==> src/rtl/isq_pkg.sv <==
package isq_pkg;
   // configuration register field positions (software relies on these)
   localparam int unsigned SRST_BIT = 0;
   localparam int unsigned STOP_BIT = 1;
   localparam int unsigned IIP_BIT  = 2;
   localparam int unsigned MODE_LSB = 3;

   // classification of one host access
   typedef enum logic [2:0] {
      ACC_NONE,
      ACC_CFG_RD,
      ACC_CFG_WR,
      ACC_DN_RD,
      ACC_DN_WR,
      ACC_BLK_RD,
      ACC_BLK_WR
   } acc_kind_e;
endpackage

==> src/rtl/isq_start_ctrl.sv <==
module isq_start_ctrl #(
   parameter int unsigned NUM_MOD = 4
) (
   input  logic               clk,
   input  logic               rst_n,
   input  logic               srst_q,
   output logic [NUM_MOD-1:0] start_o,
   output logic               kick_o,
   output logic               start_any_o
);
   logic kick_q;
   logic srst_prev_q;
   logic start_q;

   // kick_q is set by power-on reset and launches the first sequence
   always_ff @(posedge clk or negedge rst_n) begin
      if (!rst_n) begin
         kick_q      <= 1'b1;
         srst_prev_q <= 1'b0;
         start_q     <= 1'b0;
      end else begin
         kick_q      <= 1'b0;
         srst_prev_q <= srst_q;
         start_q     <= kick_q | (srst_q & ~srst_prev_q);
      end
   end

   genvar gi;
   generate
      for (gi = 0; gi < NUM_MOD; gi++) begin : g_start
         assign start_o[gi] = start_q;
      end
   endgenerate

   assign kick_o      = kick_q;
   assign start_any_o = start_q;


   // one_pulse_chk
   one_pulse_chk: assert property (@(posedge clk) disable iff (!rst_n)
      start_q |=> !start_q);


   // no_start_on_clear_chk
   no_start_on_clear_chk: assert property (@(posedge clk) disable iff (!rst_n)
      ($fell(srst_q) && !kick_q) |=> !start_q);
endmodule

==> src/rtl/isq_busy_merge.sv <==
module isq_busy_merge #(
   parameter int unsigned NUM_MOD     = 4,
   parameter int unsigned SYNC_STAGES = 0
) (
   input  logic               clk,
   input  logic               rst_n,
   input  logic               kick_i,
   input  logic               start_i,
   input  logic [NUM_MOD-1:0] busy_i,
   output logic               iip_o
);
   logic [NUM_MOD-1:0] busy_s;
   logic               iip_q;

   generate
      if (SYNC_STAGES == 0) begin : g_direct
         assign busy_s = busy_i;
      end else begin : g_sync
         logic [NUM_MOD-1:0] pipe_q [SYNC_STAGES];
         always_ff @(posedge clk or negedge rst_n) begin
            if (!rst_n) begin
               for (int s = 0; s < SYNC_STAGES; s++) pipe_q[s] <= '0;
            end else begin
               pipe_q[0] <= busy_i;
               for (int s = 1; s < SYNC_STAGES; s++) pipe_q[s] <= pipe_q[s-1];
            end
         end
         assign busy_s = pipe_q[SYNC_STAGES-1];
      end
   endgenerate

   // status covers the gap between the start pulse and the modules' busy flags
   always_ff @(posedge clk or negedge rst_n) begin
      if (!rst_n) iip_q <= 1'b1;
      else        iip_q <= kick_i | start_i | (|busy_s);
   end

   assign iip_o = iip_q;


   // busy_hold_chk
   busy_hold_chk: assert property (@(posedge clk) disable iff (!rst_n)
      (|busy_s) |=> iip_q);


   // busy_clear_chk
   busy_clear_chk: assert property (@(posedge clk) disable iff (!rst_n)
      (busy_s == '0 && !start_i && !kick_i) |=> !iip_q);
endmodule

==> src/rtl/isq_cfg_reg.sv <==
module isq_cfg_reg
   import isq_pkg::*;
#(
   parameter int unsigned MODE_W = 4,
   localparam int unsigned CFG_W = MODE_LSB + MODE_W
) (
   input  logic              clk,
   input  logic              rst_n,
   input  logic              wr_en,
   input  logic [CFG_W-1:0]  wdata,
   output logic              srst_q,
   output logic              stop_q,
   output logic [MODE_W-1:0] mode_q
);
   always_ff @(posedge clk or negedge rst_n) begin
      if (!rst_n) begin
         srst_q <= 1'b0;
         stop_q <= 1'b1;
         mode_q <= '0;
      end else if (wr_en) begin
         srst_q <= wdata[SRST_BIT];
         stop_q <= wdata[STOP_BIT];
         // mode only accepted once stop has already been cleared
         if (!stop_q) mode_q <= wdata[MODE_LSB +: MODE_W];
      end
   end


   // mode_locked_chk
   mode_locked_chk: assert property (@(posedge clk) disable iff (!rst_n)
      stop_q |=> $stable(mode_q));
endmodule

==> src/rtl/isq_access_gate.sv <==
module isq_access_gate
   import isq_pkg::*;
#(
   parameter int unsigned ADDR_W   = 8,
   parameter int unsigned DATA_W   = 16,
   parameter int unsigned CFG_ADDR = 0
) (
   input  logic              clk,
   input  logic              rst_n,
   input  logic              blk_i,
   input  logic              hb_wr,
   input  logic              hb_rd,
   input  logic [ADDR_W-1:0] hb_addr,
   input  logic [DATA_W-1:0] hb_wdata,
   input  logic [DATA_W-1:0] cfg_rdata,
   input  logic [DATA_W-1:0] dn_rdata,
   output logic              cfg_wr,
   output logic              dn_wr,
   output logic              dn_rd,
   output logic [ADDR_W-1:0] dn_addr,
   output logic [DATA_W-1:0] dn_wdata,
   output logic [DATA_W-1:0] hb_rdata,
   output logic              hb_rvalid,
   output logic              hb_err
);
   acc_kind_e kind;
   logic      cfg_hit;

   assign cfg_hit = (hb_addr == ADDR_W'(CFG_ADDR));

   always_comb begin
      kind = ACC_NONE;
      if (hb_wr) begin
         if (blk_i)        kind = ACC_BLK_WR;
         else if (cfg_hit) kind = ACC_CFG_WR;
         else              kind = ACC_DN_WR;
      end else if (hb_rd) begin
         if (cfg_hit)      kind = ACC_CFG_RD;
         else if (blk_i)   kind = ACC_BLK_RD;
         else              kind = ACC_DN_RD;
      end
   end

   assign cfg_wr   = (kind == ACC_CFG_WR);
   assign dn_wr    = (kind == ACC_DN_WR);
   assign dn_rd    = (kind == ACC_DN_RD);
   assign dn_addr  = hb_addr;
   assign dn_wdata = hb_wdata;

   always_ff @(posedge clk or negedge rst_n) begin
      if (!rst_n) begin
         hb_rdata  <= '0;
         hb_rvalid <= 1'b0;
         hb_err    <= 1'b0;
      end else begin
         hb_rvalid <= (kind == ACC_CFG_RD) | (kind == ACC_DN_RD) | (kind == ACC_BLK_RD);
         hb_err    <= (kind == ACC_BLK_WR);
         unique case (kind)
            ACC_CFG_RD: hb_rdata <= cfg_rdata;
            ACC_DN_RD:  hb_rdata <= dn_rdata;
            ACC_BLK_RD: hb_rdata <= '0;
            default:    hb_rdata <= hb_rdata;
         endcase
      end
   end


   // blocked_write_err_chk
   blocked_write_err_chk: assert property (@(posedge clk) disable iff (!rst_n)
      (hb_wr && blk_i) |=> hb_err);


   // read_valid_chk
   read_valid_chk: assert property (@(posedge clk) disable iff (!rst_n)
      (hb_rd && !hb_wr) |=> hb_rvalid);
endmodule

==> src/rtl/isq_top.sv <==
module isq_top
   import isq_pkg::*;
#(
   parameter int unsigned NUM_MOD     = 4,
   parameter int unsigned NUM_IF      = 3,
   parameter int unsigned ADDR_W      = 8,
   parameter int unsigned DATA_W      = 16,
   parameter int unsigned MODE_W      = 4,
   parameter int unsigned CFG_ADDR    = 0,
   parameter int unsigned SYNC_STAGES = 0
) (
   input  logic               clk,
   input  logic               rst_n,
   input  logic               hb_wr,
   input  logic               hb_rd,
   input  logic [ADDR_W-1:0]  hb_addr,
   input  logic [DATA_W-1:0]  hb_wdata,
   output logic [DATA_W-1:0]  hb_rdata,
   output logic               hb_rvalid,
   output logic               hb_err,
   output logic               dn_wr,
   output logic               dn_rd,
   output logic [ADDR_W-1:0]  dn_addr,
   output logic [DATA_W-1:0]  dn_wdata,
   input  logic [DATA_W-1:0]  dn_rdata,
   output logic [NUM_MOD-1:0] mod_start,
   input  logic [NUM_MOD-1:0] mod_busy,
   output logic               init_busy,
   output logic [NUM_IF-1:0]  if_idle,
   output logic [MODE_W-1:0]  op_mode
);
   localparam int unsigned CFG_W = MODE_LSB + MODE_W;

   generate
      if (NUM_MOD < 1)                begin : g_bad_mod  $error("NUM_MOD must be at least 1"); end
      if (NUM_IF < 1)                 begin : g_bad_if   $error("NUM_IF must be at least 1"); end
      if (DATA_W < CFG_W)             begin : g_bad_data $error("DATA_W too narrow for config"); end
      if (CFG_ADDR >= (1 << ADDR_W))  begin : g_bad_addr $error("CFG_ADDR out of range"); end
   endgenerate

   logic              srst_q, stop_q, kick, start_any, iip, blk, cfg_wr;
   logic [MODE_W-1:0] mode_q;
   logic [DATA_W-1:0] cfg_rdata;

   isq_start_ctrl #(.NUM_MOD(NUM_MOD)) u_start (
      .clk(clk), .rst_n(rst_n), .srst_q(srst_q),
      .start_o(mod_start), .kick_o(kick), .start_any_o(start_any)
   );

   isq_busy_merge #(.NUM_MOD(NUM_MOD), .SYNC_STAGES(SYNC_STAGES)) u_merge (
      .clk(clk), .rst_n(rst_n), .kick_i(kick), .start_i(start_any),
      .busy_i(mod_busy), .iip_o(iip)
   );

   assign blk = iip | start_any | kick;

   isq_cfg_reg #(.MODE_W(MODE_W)) u_cfg (
      .clk(clk), .rst_n(rst_n), .wr_en(cfg_wr), .wdata(hb_wdata[CFG_W-1:0]),
      .srst_q(srst_q), .stop_q(stop_q), .mode_q(mode_q)
   );

   always_comb begin
      cfg_rdata                        = '0;
      cfg_rdata[SRST_BIT]              = srst_q;
      cfg_rdata[STOP_BIT]              = stop_q;
      cfg_rdata[IIP_BIT]               = iip;
      cfg_rdata[MODE_LSB +: MODE_W]    = mode_q;
   end

   isq_access_gate #(.ADDR_W(ADDR_W), .DATA_W(DATA_W), .CFG_ADDR(CFG_ADDR)) u_gate (
      .clk(clk), .rst_n(rst_n), .blk_i(blk),
      .hb_wr(hb_wr), .hb_rd(hb_rd), .hb_addr(hb_addr), .hb_wdata(hb_wdata),
      .cfg_rdata(cfg_rdata), .dn_rdata(dn_rdata), .cfg_wr(cfg_wr),
      .dn_wr(dn_wr), .dn_rd(dn_rd), .dn_addr(dn_addr), .dn_wdata(dn_wdata),
      .hb_rdata(hb_rdata), .hb_rvalid(hb_rvalid), .hb_err(hb_err)
   );

   genvar gi;
   generate
      for (gi = 0; gi < NUM_IF; gi++) begin : g_idle
         assign if_idle[gi] = srst_q | stop_q | blk;
      end
   endgenerate

   assign init_busy = iip;
   assign op_mode   = mode_q;


   // blocked_no_downstream_chk
   blocked_no_downstream_chk: assert property (@(posedge clk) disable iff (!rst_n)
      blk |-> (!dn_wr && !dn_rd));


   // idle_on_srst_chk
   idle_on_srst_chk: assert property (@(posedge clk) disable iff (!rst_n)
      (srst_q || stop_q) |-> (&if_idle));


   // start_all_same_chk
   start_all_same_chk: assert property (@(posedge clk) disable iff (!rst_n)
      (mod_start == '0) || (&mod_start));
endmodule

==> config.mk <==
export PLATFORM = sky130hd
export DESIGN_NAME = isq_top
export DESIGN_NICKNAME = d
export VERILOG_FILES = /design/src/rtl/isq_pkg.sv /design/src/rtl/isq_start_ctrl.sv /design/src/rtl/isq_busy_merge.sv /design/src/rtl/isq_cfg_reg.sv /design/src/rtl/isq_access_gate.sv /design/src/rtl/isq_top.sv
export SDC_FILE = /design/constraint.sdc
export NUM_CORES = 1
export LEC_CHECK = 0
export BUFFER_PORTS_ARGS = -buffer_cell sky130_fd_sc_hd__buf_2
export CAP_MARGIN = 20
export CORE_ASPECT_RATIO = 0.5
export CORE_MARGIN = 2
export CORE_UTILIZATION = 42
export DETAILED_ROUTE_END_ITERATION = 12
export PLACE_DENSITY = 0.87
export RECOVER_POWER = 50
export SYNTH_ARGS = -nofsm -noshare
export SYNTH_HDL_FRONTEND = slang
export SYNTH_SLANG_ARGS = --single-unit
==> constraint.sdc <==
create_clock -name clk -period 4.7 [get_ports clk]
set_clock_uncertainty 0.1 [all_clocks]
set_input_delay 0.235 -clock clk [delete_from_list [all_inputs] [get_ports clk]]
set_output_delay 0.235 -clock clk [all_outputs]
set_load 0.05 [all_outputs]
# --- After elaboration in Yosys (flattened, before gate mapping) ---
# Index checks and enable logic that the tools add are counted.
totals:
  register_bits: 28
  in_bits: 48
  out_inout_bits: 56
  elab_cells: 39
op_classes:
  n_eq_ne: 6
  muxes: 7
  bitwise_logic: 12
  reduce_logical: 4
ops:
  columns: ["cell", "n"]
  rows:
  - ["$pmux 16 s3", 1]
  - ["$mux 3", 6]
  - ["$eq 3x3->1 const B", 3]
  - ["$or 1x1->1", 9]
  - ["$logic_not 8->1", 1]
  - ["$eq 3x2->1 const B", 2]
  - ["$reduce_or 4->1", 1]
  - ["$eq 3x1->1 const B", 1]
  - ["$reduce_bool 3->1", 1]
  - ["$not 1->1", 2]
  - ["$reduce_and 2->1", 1]
  - ["$and 1x1->1", 1]

# --- Logic depth before layout (Yosys ltp) ---
logic_depth:
  depth_word: 9
  depth_mapped: 5
  ltp_nobuf: 3

# --- Cells and area by module ---
# A second synthesis with hierarchy kept.
unflattened:
  hier_cells: 122
  hier_area_um2: 1476.4
by_module_without_submodules:
  columns: ["mod", "instances", "cells_per_inst", "area_each_um2"]
  rows:
  - ["isq_access_gate", 1, 90, 1046.0]
  - ["isq_cfg_reg", 1, 13, 232.7]
  - ["isq_start_ctrl", 1, 10, 121.4]
  - ["isq_busy_merge", 1, 4, 40.0]
  - ["isq_top", 1, 5, 36.3]

# --- Worst setup path before layout ---
# OpenSTA, ideal clock, no wires.
synth_timing:
  kind: "reg2out"
  from: "register u_merge.iip_q, in the netlist u_merge.iip_o"
  to: "output dn_wr"
  arrival_time_ns: 1.860
  t_required_ns: 4.365
  slack_ns: 2.505
  stages_incl_launch_ff: 3
  path_cell_list: "dfstp_2 -> or4b_1 -> a21oi_1"
synth_between:
  elab_chain_cells: 7
  elab_cells_between_ends: 8
  classes_between: "eq/ne: 1; mux: 5; bitwise: 2"
synth_rtl:
  columns: ["item", "line", "rtl"]
  rows:
  - ["from (decl)", "isq_busy_merge.sv:13", "logic iip_q;"]
  - ["from (signal assigned)", "isq_busy_merge.sv:35", "else iip_q <= kick_i | start_i | (|busy_s);"]
  - ["$or 1x1->1 * (2 in series)", "isq_top.sv:55", "assign blk = iip | start_any | kick;"]
  - ["$mux 3", "isq_access_gate.sv:39", "else if (blk_i) kind = ACC_BLK_RD;"]
  - ["$mux 3", "isq_access_gate.sv:38", "if (cfg_hit) kind = ACC_CFG_RD;"]
  - ["$mux 3", "isq_access_gate.sv:37", "end else if (hb_rd) begin"]
  - ["$mux 3 *", "isq_access_gate.sv:33", "if (hb_wr) begin"]
  - ["$eq 3x3->1 *", "isq_access_gate.sv:45", "assign dn_wr = (kind == ACC_DN_WR);"]
  - ["to (decl)", "isq_top.sv:21", "output logic dn_wr,"]
# Mark *: on every way between the ends. The rest lies on a longest branch, timed or not.

# --- Final worst setup path ---
layout_timing:
  from: "register u_merge.iip_q, in the netlist u_merge.iip_o"
  to: "output dn_rd"
layout_between:
  elab_chain_cells: 7
  elab_cells_between_ends: 8
  classes_between: "eq/ne: 1; mux: 5; bitwise: 2"
layout_rtl:
  columns: ["item", "line", "rtl"]
  rows:
  - ["$or 1x1->1 * (2 in series)", "isq_top.sv:55", null]
  - ["$mux 3", "isq_access_gate.sv:39", null]
  - ["$mux 3", "isq_access_gate.sv:38", null]
  - ["$mux 3", "isq_access_gate.sv:37", null]
  - ["$mux 3 *", "isq_access_gate.sv:33", null]
  - ["$eq 3x2->1 *", "isq_access_gate.sv:46", "assign dn_rd = (kind == ACC_DN_RD);"]
  - ["to (decl)", "isq_top.sv:22", "output logic dn_rd,"]
# Marked as above.

==> impl_metrics.json <==
{
  "rsz0062_at_grt": "no",
  "dieArea_sq_um": 3770,
  "diodes": 0,
  "worst_pin_slew_ps": 1470,
  "antenna_found_initial": 0,
  "place_congestion": 0.700,
  "drv_cap": 0,
  "cp-startpoint": "u_merge.iip_o$_DFF_PN1_",
  "outcome": "complete, no violations",
  "areaGrowthSynthToFinish_pct": 19.1,
  "placement_rows": 14,
  "grt_max_degree": 29,
  "timing.reg2reg.worst_path_depth": 3,
  "synthFlopType": "dfrtp_1",
  "synth_edf_count": 0,
  "initial_utilization": 0.448,
  "layout_common_cells": "67 x buf_2, 25 x dfrtp_1, 17 x clkbuf_1, 9 x a22o_1, 8 x and2_1",
  "worstPathCellList": "or3_1 > a211oi_2 > buf_2",
  "nNetsFinal": 215,
  "fin_ws_ps": 2060,
  "clkSinkCount": 28,
  "wl_per_cell_um": 13.8,
  "clock_latency_ps": 260,
  "cts_root_buf": "clkbuf_8",
  "grt-ovfl-total": 0,
  "track_usage": 0.146,
  "fmax_mhz": 379,
  "place_ws_ps": 2150,
  "min_period_over_period": 0.561,
  "cts_tree": "done",
  "fin_crit_ps": 2640,
  "numPortBuffers": 83,
  "p_per_area_nw_per_um2": 272,
  "fin_setup_tns_ps": 0,
  "async_reset_ff_frac": 1.00,
  "hold_path.startpoint": "mod_busy[2]",
  "drtPass1Iterations": 4,
  "numCtsBuffers": 3,
  "synth_nets": 159,
  "crit_type": "flop to output port",
  "core-area_sq_um": 3070,
  "cpMaxStageDelayCell": "a211oi_2",
  "die-width_um": 84.8,
  "grt_pass1_vias": 972,
  "relSlewSlack": 0.0215,
  "critPathRequiredTime_ps": 4370,
  "ant_nets": 0,
  "startpoint_type": "flop",
  "hold_depth": 3,
  "syn_area_sq_um": 1370,
  "place_hpwl_um": 2210,
  "seq_area_frac_synth": 0.513,
  "synth_cells": 111,
  "synth_cell_type_count": 25,
  "drtIter0Drc": 31,
  "clkTransAtPathRegs_ps": 90,
  "drt-met1-wl_um": 1200,
  "power.leakage_uw": 0.000872,
  "route.met2.wl_um": 1400,
  "ys_warn_count": 0,
  "die_h_um": 44.4,
  "vias_per_cell": 4.93,
  "worstReg2RegStart": "u_merge.iip_o$_DFF_PN1_",
  "cts_max_level": 1,
  "crit_arrival_ps": 2300,
  "met3_length_um": 219,
  "critPathMaxStageDelay_ps": 810,
  "vdd_drop_max_v": 0.000205,
  "final_common_cell": "buf_2",
  "nFillCells": 273,
  "layout-drive-gt1-share": 0.506,
  "clk_path_buf_depth": 2,
  "endpoint_kind": "output port",
  "wl_um": 2840,
  "timing.final.max_slew_violations": 0,
  "synth-seq-cells": 28,
  "avgSynthCellArea_sq_um": 12.4,
  "hold_class": "primary input to flop",
  "vias": 1015,
  "ios": 104,
  "hold_viol_final": 0,
  "setup_violations": 0,
  "grt_pass1_wl_um": 4300,
  "route.detailed.drc": 0,
  "path_max_fanout": 17,
  "routed.top_layer": "met4"
}
==> area by class of cell <==
cell class / instances / area [sq um] / share of cell area
clock buffers: 4 / 45.0 / 0.0275
well taps: 40 / 50.0 / 0.0306
inverters: 2 / 7.51 / 0.00459
multi-input cells: 48 / 423 / 0.259
flip-flops and latches: 28 / 704 / 0.431
repair buffers: 84 / 405 / 0.248
==> path summary, 6_finish.rpt <==
check                                                   to  slack [ps]
min                                u_merge.iip_o$_DFF_PN1_          70
min reg2reg                  u_start.srst_prev_q$_DFF_PN0_         390
max                                                  dn_rd        2060
max in group asynchronous  u_gate.hb_rdata[11]$_DFFE_PN0P_        2900
max reg2reg                 u_gate.hb_rdata[4]$_DFFE_PN0P_        2630
min in group asynchronous    u_start.start_any_o$_DFF_PN0_         750
==> state kept, by name (all words and copies together), names as in the netlist <==
register	flops
u_start.kick_o	1
u_cfg.mode_q	4
u_merge.iip_o	1
u_start.srst_prev_q	1
u_start.start_any_o	1
u_gate.hb_rvalid	1
u_gate.hb_rdata	16
u_cfg.srst_q	1
u_gate.hb_err	1
u_cfg.stop_q	1
==> cell families after synthesis <==
family | synth area share
compound gates | 0.127
buf+inv | 0.179
other cells | 0.00273
simple gates | 0.124
mux | 0.0547
flops | 0.513
==> critical path, delay by kind of cell (launching register included) <==
kind,cells,cell delay [ps]
AO/OA/AOI/OAI,1,810
buffers and inverters,1,410
flip-flops,1,390
AND/OR/NAND/NOR,1,420
==> power by group <==
part | total [uW] | switching, uW | internal [uW] | leakage, uW
clock network | 129 | 67.9 | 60.6 | 0.0000228
logic | 71.5 | 53.3 | 18.2 | 0.000475
registers | 245 | 1.47 | 243 | 0.000374
total | 445 | 123 | 322 | 0.000872
==> what timing repair did <==
| item | 4_1_cts | 5_1_grt |
|---|---|---|
| setup buffers | 0 | 0 |
| hold buffers | 1 | 0 |
| resized for setup | 0 | 0 |
| hold endpoints to repair | 25 | 0 |
==> stage by stage <==
stage / total power, uW / instance area, sq um / instances / hold WS (ps) / utilization
global route: 463 / 1640 / 206 / 70.7 / 0.533
finish: 445 / 1640 / 206 / 74.1 / 0.533
detailed placement: 323 / 1600 / 201 / 184 / 0.522
floorplan: 326 / 1370 / 111 / -161 / -
CTS: 453 / 1660 / 206 / 64.6 / 0.540
global placement: 322 / 1600 / 201 / 164 / 0.522
==> metal layers <==
metal | up-vias | GRT usage
li1 | 480 | -
met1 | 481 | 0.183
met2 | 50 | 0.258
met3 | 4 | 0.0373
met4 | 0 | 0.0413
met5 | - | 0
==> Yosys cell counts (2+ instances only) <==
library cell | number | share of area
nor4_1 | 3 | 0.014
or3_1 | 2 | 0.0091
a221o_1 | 7 | 0.051
dfstp_2 | 3 | 0.057
mux2_2 | 4 | 0.033
clkbuf_1 | 2 | 0.0055
inv_1 | 2 | 0.0055
or4_4 | 2 | 0.016
buf_4 | 30 | 0.16
and2_1 | 8 | 0.036
dfrtp_1 | 25 | 0.46
mux2_4 | 2 | 0.022
a22o_1 | 9 | 0.057
Note: power is estimated with default switching activity, not from simulation.
